<file path="config.mk">
export PLATFORM = sky130hd
export DESIGN_NAME = range_clamp
export DESIGN_NICKNAME = d
export VERILOG_FILES = /design/src/rtl/range_clamp.sv
export SDC_FILE = /design/constraint.sdc
export NUM_CORES = 1
export LEC_CHECK = 0
export ABC_AREA = 1
export BUFFER_PORTS_ARGS = -buffer_cell sky130_fd_sc_hd__buf_4
export CAP_MARGIN = 40
export CORE_UTILIZATION = 58
export CTS_CLUSTER_SIZE = 20
export DETAILED_ROUTE_END_ITERATION = 10
export PLACE_DENSITY = 0.89
export SYNTH_ARGS = -nofsm -noshare
export SYNTH_HDL_FRONTEND = slang
export SYNTH_SLANG_ARGS = --single-unit
</file>
<file path="constraint.sdc">
create_clock -name clk -period 3.77 [get_ports clk]
set_clock_uncertainty 0.2 [all_clocks]
set_input_delay 0.1885 -clock clk [delete_from_list [all_inputs] [get_ports clk]]
set_output_delay 0.1885 -clock clk [all_outputs]
set_load 0.02 [all_outputs]
</file>
<file path="src/rtl/range_clamp.sv">
module range_clamp #(
  parameter int DW = 12
) (
  input  logic          clk,
  input  logic          rst_n,
  input  logic          cfg_we,
  input  logic [1:0]    cfg_addr,
  input  logic [31:0]   cfg_wdata,
  output logic [31:0]   cfg_rdata,
  input  logic          in_valid,
  input  logic [DW-1:0] in_r,
  input  logic [DW-1:0] in_g,
  input  logic [DW-1:0] in_b,
  output logic          out_valid,
  output logic [DW-1:0] out_r,
  output logic [DW-1:0] out_g,
  output logic [DW-1:0] out_b
);
  localparam int HI_LSB = 16;
  localparam logic [DW-1:0] LIM8_LO  = DW'(16  << (DW - 8));
  localparam logic [DW-1:0] LIM8_HI  = DW'(235 << (DW - 8));
  localparam logic [DW-1:0] LIM10_LO = DW'(64  << (DW - 10));
  localparam logic [DW-1:0] LIM10_HI = DW'(940 << (DW - 10));
  localparam logic [DW-1:0] LIM12_LO = DW'(256 << (DW - 12));
  localparam logic [DW-1:0] LIM12_HI = DW'(3760 << (DW - 12));
  localparam logic [DW-1:0] PRG_LO_RST = DW'(16);
  localparam logic [DW-1:0] PRG_HI_RST = DW'((1 << DW) - 17);

  logic          en_q;
  logic [2:0]    fmt_q;
  logic [DW-1:0] lo_q [3];
  logic [DW-1:0] hi_q [3];
  logic [1:0]    wsel;

  assign wsel = cfg_addr - 2'd1;

  always_ff @(posedge clk) begin
    if (!rst_n) begin
      en_q  <= 1'b0;
      fmt_q <= 3'd0;
      for (int c = 0; c < 3; c++) begin
        lo_q[c] <= PRG_LO_RST;
        hi_q[c] <= PRG_HI_RST;
      end
    end else if (cfg_we) begin
      if (cfg_addr == 2'd0) begin
        en_q  <= cfg_wdata[0];
        fmt_q <= cfg_wdata[3:1];
      end else begin
        lo_q[wsel] <= cfg_wdata[DW-1:0];
        hi_q[wsel] <= cfg_wdata[HI_LSB+DW-1:HI_LSB];
      end
    end
  end

  always_comb begin
    cfg_rdata = '0;
    if (cfg_addr == 2'd0) begin
      cfg_rdata[0]   = en_q;
      cfg_rdata[3:1] = fmt_q;
    end else begin
      cfg_rdata[DW-1:0]               = lo_q[wsel];
      cfg_rdata[HI_LSB+DW-1:HI_LSB]   = hi_q[wsel];
    end
  end

  logic                active;
  logic [2:0][DW-1:0]  in_v, lo_v, hi_v, nxt_v;

  assign in_v = {in_b, in_g, in_r};

  always_comb begin
    active = en_q;
    for (int c = 0; c < 3; c++) begin
      lo_v[c] = lo_q[c];
      hi_v[c] = hi_q[c];
    end
    unique case (fmt_q)
      3'd1: for (int c = 0; c < 3; c++) begin lo_v[c] = LIM8_LO;  hi_v[c] = LIM8_HI;  end
      3'd2: for (int c = 0; c < 3; c++) begin lo_v[c] = LIM10_LO; hi_v[c] = LIM10_HI; end
      3'd3: for (int c = 0; c < 3; c++) begin lo_v[c] = LIM12_LO; hi_v[c] = LIM12_HI; end
      3'd7: ;
      default: active = 1'b0;
    endcase
  end

  for (genvar c = 0; c < 3; c++) begin : g_cmp
    assign nxt_v[c] = !active              ? in_v[c] :
                      (in_v[c] < lo_v[c])  ? lo_v[c] :
                      (in_v[c] > hi_v[c])  ? hi_v[c] : in_v[c];
  end

  always_ff @(posedge clk) begin
    if (!rst_n) begin
      out_valid <= 1'b0;
      out_r     <= '0;
      out_g     <= '0;
      out_b     <= '0;
    end else begin
      out_valid <= in_valid;
      if (in_valid) begin
        out_r <= nxt_v[0];
        out_g <= nxt_v[1];
        out_b <= nxt_v[2];
      end
    end
  end
endmodule

</file>
# After elaboration in Yosys (flattened, before gate mapping)
# Memory sizes are Yosys's and may differ from the RTL's.
# Index checks and enable logic that the tools add are counted.
# totals
ramBits,72
out_inout_bits,69
register_bits,41
in_bits,74
memories,2
word_cells,51
# classes
mux,26
addsub,1
eq_ne,4
n_reduce_logical,6
magnitude_cmp,6
# memory_table
memory,depth,word_bits,read_ports,rd_ports_with_merged_regs,wr,line_no,rtl
hi_q,3,12,4,0,3,32,logic [DW-1:0] hi_q [3];
lo_q,3,12,4,0,3,31,logic [DW-1:0] lo_q [3];
# ops
operator,count
two-way mux 12 bit,12
two-way mux 36 bit,2
greater-than comparator 12 bit,3
< comparator 12 bit,3
OR reduction 12 bit,2
two-way mux 1 bit,8
two-way mux 8 bit,1
equality test 3 x 2 -> 1 bit (second input constant),2
two-way mux 2 bit,2
two-way mux 4 bit,1
OR reduction 4 bit,1
equality test 3 x 1 -> 1 bit (second input constant),1
equality test 3 bit (second input constant),1
OR reduction 3 bit,1
zero test 2 bit,1
AND reduction 2 bit,1
subtractor 2 x 1 -> 2 bit (second input constant),1

# Longest topological paths before layout
# logic_depth
word_depth,7
ltp_mapped,21

# Least setup slack after synthesis
# Ideal clock, no wire load.
# synth_timing
kind,input port to flip-flop
start,input cfg_addr[0]
end,memory hi_q[3][0] (enable)
n_path_buf,2
setup_slack_ns,0.766
setup_time_ns,0.405
cell_stages,7
arrival_time_ns,2.399
required_ns,3.165
cell_sequence,clkbuf_1 -> clkinv_1 -> clkbuf_1 -> ha_1 -> clkinv_1 -> nand3_1 -> nor2_1
# synth_rtl
item,line_no,rtl
start: declaration,7,"input logic [1:0] cfg_addr,"
end: declaration,32,

# Worst setup path after layout
# layout_timing
start,register fmt_q[0]
end,register out_r[6]
# layout_via
elab_chain_len,7
word_cells_on_any_way,14
cone_classes,order compare (2); eq/ne (4); mux (6); reduce/logical (2)
# layout_rtl
item,line_no,rtl
start: declaration,30,logic [2:0] fmt_q;
start signal: assignment,48,fmt_q <= cfg_wdata[3:1];
equality test 3 x 2 -> 1 bit / equality test 3 x 1 -> 1 bit (equally long branches),78,unique case (fmt_q)
OR reduction 3 bit (no source line),--,
two-way mux 36 bit,78,
greater-than comparator 12 bit,90,(in_v[c] > hi_v[c]) ? hi_v[c] : in_v[c];
two-way mux 12 bit,90,
two-way mux 12 bit,89,(in_v[c] < lo_v[c]) ? lo_v[c] :
two-way mux 12 bit *,88,assign nxt_v[c] = !active ? in_v[c] :
end signal: assignment,102,out_r <= nxt_v[0];
end: declaration,15,"output logic [DW-1:0] out_r,"
# Mark *: on every way between the ends. The rest lies on a longest branch, timed or not.
# A chain may end at the register's enable or synchronous reset.

==> flow_metrics.env <==
export IMPL_synth_top_area_frac=0.313
export IMPL_syn_area_per_cell_um2=7.21
export IMPL_min_period_over_period=0.864
export IMPL_grt_usage=0.366
export IMPL_place_congestion=0.967
export IMPL_fin_crit_ps=3260
export IMPL_cts_root_buf="clkbuf_16"
export IMPL_crit_start="fmt_q[0]"
export IMPL_synth_area_top_cells="edfxtp_1, nand2_1, ha_1, dfxtp_1, a21oi_1"
export IMPL_grt_pass1_vias=8994
export IMPL_path_max_fanout=15
export IMPL_finalHoldViolCount=0
export IMPL_nets=1590
export IMPL_synth_top_cell_by_area="edfxtp_1"
export IMPL_final_seq_area_um2=3700
export IMPL_setup_viol=0
export IMPL_met1_usage=0.470
export IMPL_drive_gt1_frac=0.135
export IMPL_wl_um=29100
export IMPL_start_util=0.601
export IMPL_cts_setup_buffers=0
export IMPL_yosys_warnings=0
export IMPL_use_met2=0.583
export IMPL_wire_per_inst_um=17.4
export IMPL_synth_seq_cells=137
export IMPL_dp_hpwl_um=20000
export IMPL_r2r_start="fmt_q[0]"
export IMPL_slew_viol_final=0
export IMPL_path_class="flip-flop to flip-flop"
export IMPL_timing_critical_path_buf_inv=3
export IMPL_utilization=0.753
export IMPL_synth_cell_types=27
export IMPL_grt_pass1_wl_um=45700
export IMPL_cp_start_kind="flip-flop"
export IMPL_grtUsageMet3=0.0893
export IMPL_drt_pass1_iterations=8
export IMPL_crit_family="simple AND/OR/NAND/NOR gates"
export IMPL_status="finished, final reports clean"
export IMPL_cp_cell_sequence="o21ai_4 > inv_2 > buf_4 > nor2_1 > inv_1 > ha_1 > nand2_1 > o21ai_0 > nor2_1 > nand2_1 > nand2_1 > nand2_1 > nand2_1 > a21oi_1"
export IMPL_syn_inst=1276
export IMPL_clockBufferDepth=2
export IMPL_drc_errors=0
export IMPL_h_tree_depth=4
export IMPL_max_freq_mhz=307
export IMPL_port_buffers=126
export IMPL_cts_tree="built"
export IMPL_crit_required_ps=3890
export IMPL_powerDensity_nw_per_um2=419
export IMPL_max_stage_delay_ps=590
export IMPL_final_fill_count=1070
export IMPL_end_kind="flip-flop"
export IMPL_diodes=0
export IMPL_fin_tns_setup_ps=0
export IMPL_rsz0062_at_grt="false"
export IMPL_final_common_cell="nand2_1"
export IMPL_die_area_um2=16400
export IMPL_grt_overflow=0
export IMPL_crit_arrival_ps=3380
export IMPL_slowest_stage="nor2_1"
export IMPL_multi_input_area_um2=4490
export IMPL_top_usage_layer="met2"
export IMPL_crit_top_cell="nand2_1"
export IMPL_tightestPinTransition_ps=798
export IMPL_hold_start="cfg_addr[1]"
export IMPL_max_cap_viol_count=0
export IMPL_avgViaCountPerCell=5.78
export IMPL_num_vias=9623
export IMPL_grt_max_degree=56
export IMPL_clk_latency_ps=440
export IMPL_relSlewSlack=0.467
export IMPL_drt_first_iter_violations=1630
export IMPL_cts_num_sinks=137
export IMPL_die_h_um=128
export IMPL_core_um2=15300
export IMPL_p_leak_uw=0.00567
export IMPL_std_cell_rows=45
export IMPL_syn_area_um2=9200
export IMPL_vdd_drop_max_uv=336
export IMPL_ys_seq_area_frac=0.403
export IMPL_numCtsBuffers=17
export IMPL_hp_class="input pin to flip-flop"
export IMPL_ioPinCount=143
export IMPL_areaGrowthSynthToFinish_pct=25.4
export IMPL_clkTransAtPathRegs_ps=60
export IMPL_holdWs_ps=232
export IMPL_antenna_found_initial=0
export IMPL_final_cell_mix="nand2_1, inv_1, a21oi_1"
export IMPL_ant_nets=0
export IMPL_die_w_um=128
-- what timing repair did --
action | CTS | global route
hold buffers | 63 | 0
setup endpoints to repair | 0 | 0
endpoints found under the hold margin | 137 | 0
gates resized for setup | 0 | 0
-- sequential cells by signal, indices dropped and copies added (netlist names) --
signal,cells
hi_q,48
out_r,12
out_valid,1
out_g,12
en_q,1
out_b,12
lo_q,48
fmt_q,3
-- worst paths after layout --
kind	endpoint	slack (ps)	cells after the start
worst max register to register	out_r[6]	510	14
worst min-delay path	lo_q[3][3]	230	5
worst max-delay path	out_r[6]	510	14
worst min register to register	out_b[7]	330	2
-- worst register-to-register path, stage by stage, from the launching register on --
cell     delay (ps)
dfxtp_1         360
o21ai_4         170
inv_2           120
buf_4           200
nor2_1          150
inv_1            60
ha_1            290
nand2_1          60
o21ai_0          90
nor2_1          590
nand2_1         470
nand2_1         190
nand2_1          70
nand2_1          70
a21oi_1          70
-- final cells by class --
type,count,area share
clock inverter,14,0.0159
inverter,180,0.0586
timing repair buffer,214,0.155
clock buffer,18,0.0372
multi-input combinational,892,0.390
tap,211,0.0229
sequential,137,0.321
-- metal layers --
layer	vias to the layer above	share of wire
li1	4459	-
met1	4350	0.38
met2	703	0.45
met3	111	0.13
met4	0	0.041
met5	-	0
-- cells in the mapped netlist (all sizes together) --
master	n
conb	1
a31oi	4
o211ai	2
ha	74
a21o	3
inv	176
nand3	80
or2	1
o21ai	90
edfxtp	96
buf	33
nor2	141
a21oi	155
clkbuf	41
clkinv	4
nand3b	2
nand2	321
dfxtp	41
nor3	3
nand4	8
-- cell families (layout without fill, tap and decap cells) --
kind of cell             count (synthesis)  after routing  synth area share
other                                    1              8          0.000408
adder cells (fa/ha/maj)                 74             74             0.101
buffers and inverters                  254            426             0.112
AO/OA/AOI/OAI                          254            254             0.141
flip-flops                             137            137             0.403
AND/OR/NAND/NOR                        556            556             0.243
-- metrics by stage --
stage                     power [uW]  cell area (um^2)  instances  setup WS (ps)
after floorplan                 2560              9230       1283            766
after global placement          2930             10300       1570            718
after detailed placement        2970             10300       1571            644
after CTS                       4770             11500       1666            621
after global routing            5020             11500       1666            301
final                           4830             11500       1666            512
-- report_power, final --
part	internal (uW)	switching [uW]	total [uW]
Clock	1060	722	1780
Combinational	475	826	1300
Sequential	1700	51.9	1750
Power figures use the tool's default switching activity.
